--- src/rtl/nor_seq_pkg.sv ---
package nor_seq_pkg;

    localparam int LAT_W = 4;
    localparam int CFG_W = 8 + 2 * LAT_W;

    typedef struct packed {
        logic [LAT_W-1:0] wr_lat;
        logic [LAT_W-1:0] rd_lat;
        logic             ext_tim;
        logic             wait_align;
        logic             wait_pol;
        logic             wait_en;
        logic             wr_burst;
        logic             rd_burst;
        logic             wr_en;
        logic             bank_en;
    } ctl_t;

    localparam ctl_t CTL_RESET = '{
        wr_lat: '0, rd_lat: '0, ext_tim: 1'b0, wait_align: 1'b0,
        wait_pol: 1'b0, wait_en: 1'b1, wr_burst: 1'b0, rd_burst: 1'b0,
        wr_en: 1'b1, bank_en: 1'b1
    };

    typedef enum logic [2:0] {
        S_IDLE,
        S_ADDR,
        S_LAT,
        S_DATA,
        S_RESP
    } seq_state_t;

    function automatic logic is_sync(input ctl_t c, input logic wr);
        return wr ? c.wr_burst : c.rd_burst;
    endfunction

    function automatic logic [LAT_W-1:0] pick_lat(input ctl_t c, input logic wr);
        if (!is_sync(c, wr))
            return '0;
        return (wr && c.ext_tim) ? c.wr_lat : c.rd_lat;
    endfunction

endpackage

--- src/rtl/nor_ctl_reg.sv ---
module nor_ctl_reg
    import nor_seq_pkg::*;
(
    input  logic             clk,
    input  logic             rst,
    input  logic             load,
    input  logic [CFG_W-1:0] word,
    output ctl_t             ctl
);
    always_ff @(posedge clk) begin
        if (rst)
            ctl <= CTL_RESET;
        else if (load)
            ctl <= ctl_t'(word);
    end
endmodule

--- src/rtl/nor_lat_cnt.sv ---
module nor_lat_cnt #(
    parameter int W = 4
) (
    input  logic         clk,
    input  logic         rst,
    input  logic         load,
    input  logic [W-1:0] val,
    input  logic         dec,
    output logic         zero,
    output logic         last
);
    logic [W-1:0] cnt;

    always_ff @(posedge clk) begin
        if (rst)
            cnt <= '0;
        else if (load)
            cnt <= val;
        else if (dec && cnt != '0)
            cnt <= cnt - 1'b1;
    end

    assign zero = (cnt == '0);
    assign last = (cnt == W'(1));
endmodule

--- src/rtl/nor_wait_unit.sv ---
module nor_wait_unit (
    input  logic clk,
    input  logic rst,
    input  logic clr,
    input  logic sample,
    input  logic en,
    input  logic align,
    input  logic pol,
    input  logic wait_in,
    output logic stall
);
    logic act;
    logic pend;

    assign act = en && (wait_in ^ pol);

    always_ff @(posedge clk) begin
        if (rst || clr)
            pend <= 1'b0;
        else if (sample)
            pend <= act;
    end

    assign stall = align ? act : (en && pend);
endmodule

--- src/rtl/nor_burst_seq.sv ---
module nor_burst_seq
    import nor_seq_pkg::*;
#(
    parameter int LEN_W = 3
) (
    input  logic             clk,
    input  logic             rst,
    input  logic             cfg_load,
    input  logic [CFG_W-1:0] cfg_word,
    input  logic             req_valid,
    input  logic             req_write,
    input  logic [LEN_W-1:0] req_len,
    output logic             req_ready,
    input  logic             dev_wait,
    output logic             dev_sel,
    output logic             dev_adv,
    output logic             dev_rd,
    output logic             dev_wr,
    output logic             dev_sync,
    output logic             beat,
    output logic             rsp_done,
    output logic             rsp_err
);
    ctl_t             ctl;
    seq_state_t       state;
    logic             wr_q;
    logic             sync_q;
    logic             err_q;
    logic [LEN_W-1:0] left;
    logic             accept;
    logic             blocked;
    logic             lat_zero;
    logic             lat_last;
    logic             in_data;
    logic             stall;

    nor_ctl_reg u_ctl (
        .clk  (clk),
        .rst  (rst),
        .load (cfg_load),
        .word (cfg_word),
        .ctl  (ctl)
    );

    assign accept  = req_valid && (state == S_IDLE);
    assign blocked = !ctl.bank_en || (req_write && !ctl.wr_en);
    assign in_data = (state == S_DATA);

    nor_lat_cnt #(.W(LAT_W)) u_lat (
        .clk  (clk),
        .rst  (rst),
        .load (accept),
        .val  (pick_lat(ctl, req_write)),
        .dec  (state == S_LAT),
        .zero (lat_zero),
        .last (lat_last)
    );

    nor_wait_unit u_wait (
        .clk     (clk),
        .rst     (rst),
        .clr     (accept),
        .sample  (in_data),
        .en      (in_data && sync_q && ctl.wait_en),
        .align   (ctl.wait_align),
        .pol     (ctl.wait_pol),
        .wait_in (dev_wait),
        .stall   (stall)
    );

    always_ff @(posedge clk) begin
        if (rst) begin
            state  <= S_IDLE;
            wr_q   <= 1'b0;
            sync_q <= 1'b0;
            err_q  <= 1'b0;
            left   <= '0;
        end else begin
            unique case (state)
                S_IDLE: begin
                    if (accept) begin
                        wr_q   <= req_write;
                        sync_q <= is_sync(ctl, req_write);
                        err_q  <= blocked;
                        left   <= req_len;
                        state  <= blocked ? S_RESP : S_ADDR;
                    end
                end
                S_ADDR: state <= lat_zero ? S_DATA : S_LAT;
                S_LAT: begin
                    if (lat_last)
                        state <= S_DATA;
                end
                S_DATA: begin
                    if (!stall) begin
                        if (left == '0)
                            state <= S_RESP;
                        else
                            left <= left - 1'b1;
                    end
                end
                S_RESP: begin
                    state <= S_IDLE;
                    err_q <= 1'b0;
                end
                default: state <= S_IDLE;
            endcase
        end
    end

    assign req_ready = (state == S_IDLE);
    assign dev_sel   = (state == S_ADDR) || (state == S_LAT) || in_data;
    assign dev_adv   = (state == S_ADDR);
    assign dev_rd    = dev_sel && !wr_q;
    assign dev_wr    = dev_sel && wr_q;
    assign dev_sync  = dev_sel && sync_q;
    assign beat      = in_data && !stall;
    assign rsp_done  = (state == S_RESP);
    assign rsp_err   = rsp_done && err_q;
endmodule

--- config.mk ---
export PLATFORM = sky130hd
export DESIGN_NAME = nor_burst_seq
export DESIGN_NICKNAME = d
export VERILOG_FILES = /design/src/rtl/nor_seq_pkg.sv /design/src/rtl/nor_ctl_reg.sv /design/src/rtl/nor_lat_cnt.sv /design/src/rtl/nor_wait_unit.sv /design/src/rtl/nor_burst_seq.sv
export SDC_FILE = /design/constraint.sdc
export NUM_CORES = 1
export LEC_CHECK = 0
export BUFFER_PORTS_ARGS = -buffer_cell sky130_fd_sc_hd__buf_2
export CAP_MARGIN = 20
export CORE_MARGIN = 4
export CORE_UTILIZATION = 40
export DETAILED_ROUTE_END_ITERATION = 6
export SETUP_SLACK_MARGIN = 0.5
export SYNTH_ARGS = -nofsm -noshare
export SYNTH_HDL_FRONTEND = slang
export SYNTH_SLANG_ARGS = --single-unit
--- constraint.sdc ---
create_clock -name clk -period 1.65 [get_ports clk]
set_input_delay 0.165 -clock clk [delete_from_list [all_inputs] [get_ports clk]]
set_output_delay 0.165 -clock clk [all_outputs]
set_load 0.005 [all_outputs]
Word-level counts from Yosys, hierarchy flattened

Cells that the tools add are included.

$add $sub $neg: 2
Equality and inequality tests: 10
Multiplexer cells: 19
Bitwise gates (word level): 1
Reductions and logical operators: 32

Operators by type and width:

| cell                  | count |
|---|---|
| $mux W3               | 8 |
| $mux W4               | 4 |
| $logic_and A1 B1 Y1   | 13 |
| $pmux W3 S4           | 1 |
| $reduce_and A4 Y1     | 2 |
| $eq A3 B2 Y1 const B  | 2 |
| $logic_not A3 Y1      | 2 |
| $ne A2 B2 Y1 const B  | 3 |
| $pmux W3 S2           | 1 |
| $reduce_bool A2 Y1    | 3 |
| $eq A4 B1 Y1 const B  | 1 |
| $logic_not A1 Y1      | 4 |
| $logic_not A4 Y1      | 1 |
| $logic_or A1 B1 Y1    | 4 |
| $mux W1               | 4 |
| $ne A2 B1 Y1 const B  | 2 |
| $reduce_and A2 Y1     | 2 |
| $reduce_bool A4 Y1    | 1 |
| $sub A4 B1 Y4 const B | 1 |
| $eq A3 B1 Y1 const B  | 1 |
| $eq A3 B3 Y1 const B  | 1 |
| $sub A3 B1 Y3 const B | 1 |
| $pmux W1 S2           | 1 |
| $xor A1 B1 Y1         | 1 |

Register bits after elaboration: 30
Input bits: 25
Output and inout port bits: 9

Logic depth before layout (Yosys ltp)

Gate-level depths: netlist of run 1.

Word-level depth: 7
Depth in mapped cells: 7
Depth with buffers taken out: 6

Cells and area by module

From an unflattened synthesis of run 1, not the netlist that was laid out.

Cell total of the unflattened synthesis: 181
Area, all modules: 1665.3 sq um

Modules (own cells, without submodules):

| module        | times used | cells each | area each (sq um) | seq. area each (sq um) |
|---|---|---|---|---|
| nor_burst_seq | 1          | 91         | 732.0             | 180.2 |
| nor_ctl_reg   | 1          | 52         | 585.6             | 320.3 |
| nor_lat_cnt   | 1          | 31         | 282.8             | 80.1 |
| nor_wait_unit | 1          | 7          | 65.1              | 20.0 |

Worst setup path before layout of run 1

OpenSTA, ideal clock, no wires.

Kind: register to register
Start: register u_lat.cnt[0]
End: register state[0]
Library setup time: 0.058 ns
Data arrival time: 1.607 ns
Required time: 1.592 ns
Path slack: -0.015 ns
Cell stages (with the launch flop): 8
Path buffers: 1
Clock period less this slack: 1.665 ns
Cell sequence: dfxtp_1 -> inv_1 -> ha_1 -> or3b_2 -> clkbuf_1 -> o21a_1 -> a211oi_1 -> o21a_1

Word-level cells in the longest chain between the ends: 3

RTL lines:

| element                                                                  | line                                 | RTL |
|---|---|---|
| start: declaration                                                       | nor_lat_cnt.sv:12                    | `logic [W-1:0] cnt;` |
| start signal: assignment                                                 | nor_lat_cnt.sv:18                    | `cnt <= val;` |
| start signal: assignment                                                 | nor_lat_cnt.sv:20                    | `cnt <= cnt - 1'b1;` |
| $eq A4 B1 Y1 / $logic_not A4 Y1 (equally long branches)                  | nor_lat_cnt.sv:24, nor_lat_cnt.sv:23 |  |
| $ne A2 B2 Y1 (no source line) / $mux W1 (equally long branches)          | --                                   |  |
| $reduce_and A4 Y1 (no source line) / $pmux W3 S4 (equally long branches) | --                                   |  |
| end signal: assignment                                                   | nor_burst_seq.sv:86                  | `state <= blocked ? S_RESP : S_ADDR;` |
| end signal: assignment                                                   | nor_burst_seq.sv:89                  | `S_ADDR: state <= lat_zero ? S_DATA : S_LAT;` |
| end: declaration                                                         | nor_burst_seq.sv:25                  | `seq_state_t state;` |

Parallel ways exist; a longest one is shown, timed or not.
A chain may end at the register's enable or synchronous reset.

Final worst setup path of run 1

Same ends and word-level chain as after synthesis.

==> out/qor.csv, run 1 <==
metric,value,unit
crit_start,u_lat.cnt[0],
worstPathRequired,1.86,ns
firstDrtPassIters,4,
grt_use_met2,26.5,%
yosysWarnings,0,
min_path_cells,2,
synthCells,172,
ys_ff_latch,30,
hold_class,in -> reg,
pin_count,34,
setup_tns,0,ns
leakagePower,1.01,nW
ys_types,48,
busiest_layer,met2,
synth_area_per_cell,9.34,um2
use_met1,18.1,%
tightest_slew,0.608,ns
fillerInstances,327,
cts.sinks,30,
dieArea,5090,um2
grt_pass1_wl,6.34,mm
drv_slew,0,
area_growth_syn_to_layout,42.1,%
synth_edf_count,0,
rows,22,
syn_area,1610,um2
maxSlewHeadroom,59.5,%
syn_nets,202,
clk_latency,0.28,ns
nNetsFinal,263,
critical_path_class,reg -> reg,
overflow,0,
clk_pin_slew_worst_paths,0.07,ns
drt_iter0_drc,93,
wl_per_cell,13.8,um
gp_congestion,0.830,
grt_setup_unrepaired,true,
multi_input_area,1020,um2
fp.dieH,71.4,um
cts_buffers,5,
rrSetupSlack,0.16,ns
rr_startpoint,u_lat.cnt[0],
crit_end,state[0],
r2r-end,state[0],
cts_buffer_depth,2,
viasPerCell,5.12,
power.density,1010,nW/um2
place.port_buffers,33,
drt_wl_total,3.90,mm
htreeDepth,2,
drv_cap,0,
finalSetupViolCount,0,
fmax,0.672,GHz
die_w,71.4,um
hold_violations,0,
drc,0,
async_flop_share,0,%
grt_pass1_vias,1421,
antenna_cells,0,
ir_worst_vdd,0.547,mV
end_kind,flip-flop,
dpl.hpwl,2.54,mm
ys.flop_type,dfxtp_1,
synth-seq-area-share,37.4,%
core_area,3770,um2
track_usage,15.4,%
cts_root_buf,clkbuf_8,
seq_area,612,um2
antenna_found_initial,0,
fin_skew,0.00765,ns
grtUsageMet3,3.65,%
period_needed,1.49,ns
status,"complete, no violations",
grt_max_degree,32,
initial_core_util,42.6,%
cp-start-kind,flip-flop,
fin_crit_sh,90.1,%
worst-endpoint-arrival,1.70,ns
vias,1444,
cts_tree,yes,
drtAntennaViolNets,0,
rr_worst_depth,6,
cp_max_fo,7,
drive_above_1_share,49.1,%
total_power,2.31,mW
==> flip-flops by register name (all words and copies together) (netlist names) <==
name,cells
u_ctl.ctl,16
sync_q,1
left,3
err_q,1
u_lat.cnt,4
u_wait.pend,1
wr_q,1
state,3
==> cell type report <==
class	count	share of cell area (%)
multi-input combinational	125	44.5
clock buffer	7	3.34
inverter	6	0.986
sequential	30	26.8
clock inverter	1	1.32
tap	48	2.63
timing repair buffer	65	20.4
==> how the worst min path moves through the flow <==
stage                start      endpoint  slack (ns)
3_3_place_gp   cfg_word[0]  u_ctl.ctl[0]        0.37
6_report       cfg_word[0]  u_ctl.ctl[0]        0.09
2_1_floorplan  cfg_word[0]  u_ctl.ctl[0]        0.29
5_1_grt        cfg_word[0]  u_ctl.ctl[0]        0.09
4_1_cts        cfg_word[0]  u_ctl.ctl[0]        0.09
3_5_place_dp   cfg_word[0]  u_ctl.ctl[0]        0.38
==> per-layer routing <==
layer  routed length (um)  vias to the layer above  part of all wire, %
met2                 1930                       36                   49
li1                     -                      730                    -
met1                 1740                      673                   45
met3                  185                        5                  4.7
met5                    0                        -                    0
met4                   44                        0                  1.1
==> metrics by stage <==
stage | setup WS, ns | util (%) | hold WS [ns] | area, um2 | std cells
floorplan | 0.144 | - | 0.287 | 1640 | 172
global placement | 0.171 | 48.2 | 0.370 | 1820 | 249
detailed placement | 0.113 | 48.2 | 0.377 | 1820 | 249
CTS | 0.166 | 56.2 | 0.0852 | 2120 | 272
global route | 0.0940 | 60.6 | 0.0898 | 2280 | 282
finish | 0.163 | 60.6 | 0.0922 | 2280 | 282
==> cell usage after synthesis, types with 3 or more instances <==
cell / number / area, um2
inv_1: 6 / 22.5
clkbuf_1: 4 / 15.0
mux2i_1: 14 / 140
nand2b_1: 3 / 18.8
dfxtp_1: 30 / 601
nand3_1: 5 / 25.0
nand2_1: 11 / 41.3
a21oi_1: 10 / 50.1
nor2_1: 20 / 75.1
o21ai_0: 3 / 15.0
nor3_1: 3 / 15.0
a211o_1: 3 / 26.3
and2_1: 3 / 18.8
ha_1: 5 / 62.6
buf_6: 6 / 67.6
nor2b_1: 4 / 25.0
==> power by group <==
part           switching [mW]  internal, mW
sequential             0.0490         0.791
combinational           0.350         0.398
clock                   0.267         0.451
==> repair_timing <==
item,in CTS,in global routing
pin swaps,13,10
endpoints found under the setup margin,23,23
resized for setup,21,23
setup buffers,14,10
hold buffers,0,0
cloned,1,0
endpoints found under the hold margin,0,0
==> cells by family (layout without fill, tap and decap cells) <==
family | count (synthesis) | after routing | share of synthesized area (%)
muxes | 16 | 16 | 10.1
DFF | 30 | 30 | 37.4
buffers and inverters | 17 | 79 | 6.85
AOI/OAI and AO/OA | 38 | 38 | 19.0
adders and majority gates | 5 | 5 | 3.89
xor gates and xnor gates | 3 | 3 | 1.64
and+or+nand+nor | 63 | 63 | 21.1
==> worst max-delay path: stages (launching register included) <==
cell and delay, ns:
dfxtp_2 0.33, inv_2 0.05, ha_1 0.13, or3b_4 0.42, o21a_1 0.21, a211oi_2 0.16, o21a_1 0.13
==> cells in the final DEF (no fill, tap or decap), types with 2 or more instances in the layout <==
master / n
a211o_1: 3
a211oi_2: 2
a21o_1: 2
a21oi_1: 7
a21oi_2: 3
a31oi_1: 2
and2_4: 3
buf_2: 30
buf_4: 23
buf_6: 10
buf_8: 2
clkbuf_1: 2
clkbuf_8: 5
dfxtp_1: 23
dfxtp_2: 6
ha_1: 5
inv_1: 3
inv_2: 3
mux2_2: 2
mux2i_1: 14
nand2_1: 9
nand2_2: 2
nand2b_1: 3
nand3_1: 2
nand3_2: 3
nor2_1: 18
nor2_4: 2
nor2b_1: 4
o21a_1: 2
o21ai_0: 2
o32ai_2: 2
or2b_2: 2
xor2_1: 2
No activity file was read; power rests on OpenSTA's default activity.
==> run 2, diff against run 1 <==
Settings changed: GPL_TIMING_DRIVEN set to 0.
==> run 2 against run 1 <==
Sequential share of layout area decreased by 0.88 points. Setup slack worse by 0.11 ns. Via count is 2.7% higher. Critical path depth unchanged. Global-route usage is 1.2 points higher. Largest power group unchanged.
==> out/qor.csv, run 2 (synthesized netlist as in run 1, its figures left out) <==
metric,value,unit,change
fin_skew,0.00535,ns,-0.00230 ns
cts.sinks,30,,unchanged
finalSetupViolCount,0,,unchanged
drv_slew,0,,unchanged
worst_slack,0.0540,ns,-0.109 ns
hold_slack,0.107,ns,+0.0149 ns
final_cell_mix,"buf_2 (32), dfxtp_1 (24), buf_4 (20), nor2_1 (18)",,
ir_worst_vdd,0.586,mV,+7.1%
cts_buffers,5,,unchanged
viasPerCell,5.15,,+0.56%
leakagePower,1.04,nW,+3.0%
grt_max_degree,11,,-66%
firstDrtPassIters,4,,unchanged
drt_iter0_drc,54,,-42%
hold_violations,0,,unchanged
grt_setup_unrepaired,true,,
drc,0,,unchanged
largest_reg_flops,16,,unchanged
pre_cts_slack,0.0597,ns,-0.0530 ns
vias,1483,,+2.7%
dpl.hpwl,2.75,mm,+8.4%
hold_class,in -> reg,,
setup_tns,0,ns,unchanged
cpPeakStageDelay,0.48,ns,+0.06 ns
drive_above_1_share,50.8,%,+1.7 points
fmax,0.627,GHz,-6.8%
fillerInstances,315,,-3.7%
tightest_slew,0.469,ns,-0.139 ns
grt_pass1_wl,6.80,mm,+7.2%
drv_cap,0,,unchanged
antenna_found_initial,0,,unchanged
rows,22,,unchanged
clk_pin_slew_worst_paths,0.06,ns,about the same
critical_path_class,reg -> reg,,
fin_crit_sh,96.7,%,+6.6 points
drtAntennaViolNets,0,,unchanged
top_layer,met4,,
cts_buffer_depth,2,,unchanged
met1Wirelength,1.84,mm,+6.0%
nNetsFinal,270,,+2.7%
fp.dieH,71.4,um,unchanged
drt_wl_total,4.19,mm,+7.5%
grt_pass1_vias,1515,,+6.6%
largestRegisters,"u_ctl.ctl x16, u_lat.cnt x4",,
maxSlewHeadroom,68.4,%,+8.9 points
wl_per_cell,14.5,um,+5.3%
status,"complete, no violations",,
htreeDepth,2,,unchanged
route.met3.wl,188,um,+1.6%
antenna_cells,0,,unchanged
gp_congestion,0.783,,-5.7%
core_area,3770,um2,unchanged
clk_latency,0.27,ns,about the same
final_core_util,62.5,%,+1.9 points
power.density,932,nW/um2,-7.8%
place.port_buffers,32,,-3.0%
initial_core_util,42.6,%,unchanged
track_usage,16.7,%,+1.2 points
wl_met2,2.07,mm,+7.7%
cp-start-kind,flip-flop,,
overflow,0,,unchanged
layout_commonest_cell,buf_2,,
worstPathCellList,buf_6 -> or4b_4 -> buf_8 -> a21oi_4 -> inv_2 -> o32ai_2,,
cp_max_fo,6,,-1
end_kind,flip-flop,,
worst-endpoint-arrival,1.79,ns,+0.09 ns
cpMaxStageDelayCell,or4b_4,,
pin_count,34,,unchanged
cts_tree,yes,,
cts_root_buf,clkbuf_8,,
area_growth_syn_to_layout,46.7,%,
worstPathRequired,1.84,ns,-0.02 ns
die_w,71.4,um,unchanged
regMostFlops,u_ctl.ctl,,
period_needed,1.60,ns,+0.109 ns
dieArea,5090,um2,unchanged
-- run 2: cell types whose count changed in the layout (fill, tap and decap cells not counted), moves of 2 or more --
| cell | delta |
|---|---|
| buf_4 | -3 |
| ha_2 | +2 |
| ha_1 | -2 |
| buf_6 | +4 |
| buf_2 | +2 |
| and2_1 | +3 |
| and2_4 | -3 |
-- run 2: what timing repair did --
item,in CTS,in global routing
gates resized for setup,29,20
buffers inserted,25,4
pin swaps,9,14
endpoints found under the setup margin,23,23
hold buffers,0,0
-- run 2: layout make-up --
type / count / area [um2] / share of cell area, %
multi-input cells: 125 / 1050 / 44.4
plain buffers: 11 / 114 / 4.83
clock buffers: 7 / 76.3 / 3.24
inverters: 6 / 22.5 / 0.956
repair buffers: 61 / 427 / 18.1
well taps: 48 / 60.1 / 2.55
flip-flops and latches: 30 / 611 / 25.9
-- run 2: stage by stage --
step                      instance area [um2]  std cells  power [mW]
after floorplan                          1640        172        1.24
after global placement                   1860        252        1.37
after detailed placement                 1860        252        1.39
after CTS                                2250        284        2.13
after global routing                     2360        288        2.33
final                                    2360        288        2.20
-- run 2: path summary, 6_finish.rpt --
check,startpoint,end,slack [ns],cells past startpoint
max,state[0],u_lat.cnt[3],0.05,6
min,cfg_word[1],u_ctl.ctl[1],0.11,2
max reg2reg,state[0],u_lat.cnt[3],0.05,6
min reg2reg,u_ctl.ctl[10],u_lat.cnt[2],0.48,2
-- run 2: metal layers --
layer,vias to the layer above,track usage [%]
li1,746,-
met1,696,21.2
met2,31,26.9
met3,10,4.49
met4,0,6.05
met5,-,0
-- run 2: report_power, final --
part | total (mW) | switching, mW | leakage, nW | internal [mW]
registers | 0.835 | 0.0457 | 0.250 | 0.790
clock network | 0.529 | 0.239 | 0.0383 | 0.289
logic | 0.832 | 0.377 | 0.751 | 0.455
total | 2.20 | 0.662 | 1.04 | 1.53
-- run 2: critical path, delay by kind of cell (launching register included) --
family	cells	cell delay [ns]
simple gates	1	0.48
compound gates	2	0.38
buf+inv	3	0.33
flops	1	0.32
==> run 3, diff against run 2 <==
Settings changed: CELL_PAD_IN_SITES_DETAIL_PLACEMENT set to 0, CELL_PAD_IN_SITES_GLOBAL_PLACEMENT set to 2, CORE_UTILIZATION 40 to 29, PLACE_DENSITY_LB_ADDON set to 0.1.
==> run 3 against run 2 <==
Global-route usage shrank 2.5 points. Largest power group unchanged. Clock power grew 8.5%. Core utilization shrank 18 points. Final area shrank 1.9%. Clock-buffer cell count shrank 1. Critical path type unchanged. Register-to-register slack lost 0.02 ns. Die area grew 33%. Wire length grew 5.3%.
==> out/qor.csv, run 3 (synthesized netlist as in run 1, its figures left out) <==
metric,value,unit,change
fp.dieH,82.4,um,+15%
core_area,5240,um2,+39%
cp_max_fo,6,,unchanged
track_usage,14.2,%,-2.5 points
dp.cells,274,,+8.7%
clk_latency,0.27,ns,about the same
total_power,2.22,mW,+1.2%
grt_use_met2,24.0,%,-3.0 points
cts.sinks,30,,unchanged
internal-power,1.54,mW,+0.73%
layout_commonest_cell,buf_2,,
setup_tns,0,ns,unchanged
cts_buffer_depth,2,,unchanged
rr_startpoint,state[0],,
dpl.hpwl,3.09,mm,+13%
drc,0,,unchanged
drt_iter0_drc,24,,-56%
p_sw_share,30.5,%,+0.35 points
use_met1,17.3,%,-3.9 points
drt_wl_total,4.41,mm,+5.3%
critical_path_class,reg -> reg,,
fin_crit_sh,97.8,%,+1.1 points
place_area,1890,um2,+1.5%
ir_worst_vdd,0.392,mV,-33%
cts_buffers,5,,unchanged
period_needed,1.61,ns,+0.0176 ns
vias,1429,,-3.6%
antenna_cells,0,,unchanged
p_clk_share,25.8,%,+1.7 points
hold_class,in -> reg,,
place.port_buffers,32,,unchanged
leakagePower,0.997,nW,-4.0%
fin_skew,0.00340,ns,-0.00195 ns
cts_tree,yes,,
p_comb_share,36.6,%,-1.3 points
instances_no_fill,302,,+4.9%
viasPerCell,4.73,,-8.1%
final_area,2310,um2,-1.9%
largestRegisters,"u_ctl.ctl x16, u_lat.cnt x4",,
drv_cap,0,,unchanged
tightest_slew,0.617,ns,+0.148 ns
grtUsageMet3,3.36,%,-1.1 points
rows,26,,+18%
worstPathRequired,1.80,ns,-0.04 ns
die_w,82.4,um,+15%
power_switching,0.678,mW,+2.4%
drv_slew,0,,unchanged
largest_reg_flops,16,,unchanged
firstDrtPassIters,5,,+1
drtAntennaViolNets,0,,unchanged
clk_pin_slew_worst_paths,0.06,ns,about the same
finalSetupViolCount,0,,unchanged
fillerInstances,527,,+67%
final_cell_mix,"buf_2 (32), dfxtp_1 (23), buf_4 (19), nor2_1 (18), mux2i_1 (14)",,
grt_max_degree,11,,unchanged
area_growth_syn_to_layout,43.9,%,
worstHoldStart,cfg_word[1],,
worst-endpoint-arrival,1.76,ns,-0.03 ns
status,"complete, no violations",,
antenna_found_initial,0,,unchanged
overflow,0,,unchanged
grt_setup_unrepaired,true,,
hold_violations,0,,unchanged
htreeDepth,2,,unchanged
fmax,0.620,GHz,-1.1%
drive_above_1_share,51.3,%,+0.46 points
cp-start-kind,flip-flop,,
busiest_layer,met2,,
end_kind,flip-flop,,
pin_count,34,,unchanged
rrSetupSlack,0.04,ns,-0.02 ns
nNetsFinal,263,,-2.6%
grt_pass1_vias,1507,,-0.53%
maxSlewHeadroom,58.4,%,-10 points
crit_start,state[0],,
regMostFlops,u_ctl.ctl,,
gp_congestion,0.750,,-4.2%
p_seq_share,37.6,%,-0.4 points
initial_core_util,30.7,%,-12 points
power.density,961,nW/um2,+3.2%
dieArea,6790,um2,+33%
wl_per_cell,14.6,um,+0.44%
cts_root_buf,clkbuf_8,,
grt_pass1_wl,7.20,mm,+6.0%
run 3: cell types whose count changed in the layout (fill, tap and decap cells not counted), moves of 2 or more:
| cell | change |
|---|---|
| buf_6 | -5 |
| and2_4 | +2 |
| inv_2 | +2 |
| and3_1 | +2 |
| and3_4 | -2 |
| a21oi_2 | -2 |
| a21oi_1 | +2 |
| and2_1 | -2 |
| clkbuf_1 | -2 |
| inv_1 | -2 |
run 3: metal layers:
layer | part of all wire [%] | vias to the layer above
li1 | - | 732
met4 | 0.86 | 0
met2 | 49 | 30
met1 | 47 | 663
met3 | 3.9 | 4
met5 | 0 | -
run 3: area by class of cell:
cell class / instances / area [um2] / area share (%)
buffer: 11 / 120 / 5.19
clock buffer: 6 / 82.6 / 3.57
inverter: 6 / 22.5 / 0.974
multi-input combinational: 125 / 1040 / 45.2
sequential: 30 / 612 / 26.5
tap: 70 / 87.6 / 3.79
timing repair buffer: 54 / 343 / 14.8
run 3: what timing repair did:
item / in CTS / in global routing
cloned: 0 / 0
pin swaps: 20 / 10
setup buffers: 20 / 2
hold buffers: 0 / 0
gates resized for setup: 30 / 18
setup endpoints to repair: 23 / 23
run 3: power groups by stage:
stage | registers [mW] | logic (mW) | clock network [mW]
floorplan | 0.832 | 0.411 | 0
global route | 0.846 | 0.884 | 0.629
CTS | 0.834 | 0.749 | 0.601
finish | 0.837 | 0.813 | 0.574
detailed placement | 0.844 | 0.565 | 0
global placement | 0.842 | 0.549 | 0
run 3: critical path: stages, from the launching register on:
cell and delay (ns):
dfxtp_2 0.31, buf_6 0.11, or4b_4 0.52, buf_12 0.16, buf_4 0.13, or2b_4 0.20
o32ai_2 0.06
run 3: final timing paths:
kind              depth (start not counted)      endpoint
hold reg to reg                           2  u_lat.cnt[2]
hold / removal                            2  u_ctl.ctl[1]
setup / recovery                          6  u_lat.cnt[3]
setup reg to reg                          6  u_lat.cnt[3]
run 3: metrics by stage:
stage	utilization (%)	setup WS (ns)	hold slack (ns)
after detailed placement	36.0	0.0523	0.376
after floorplan	-	0.144	0.287
after global routing	44.1	-0.0177	0.0944
after global placement	36.0	0.0508	0.371
final	44.1	0.0364	0.0935
after CTS	42.5	0.0466	0.0863
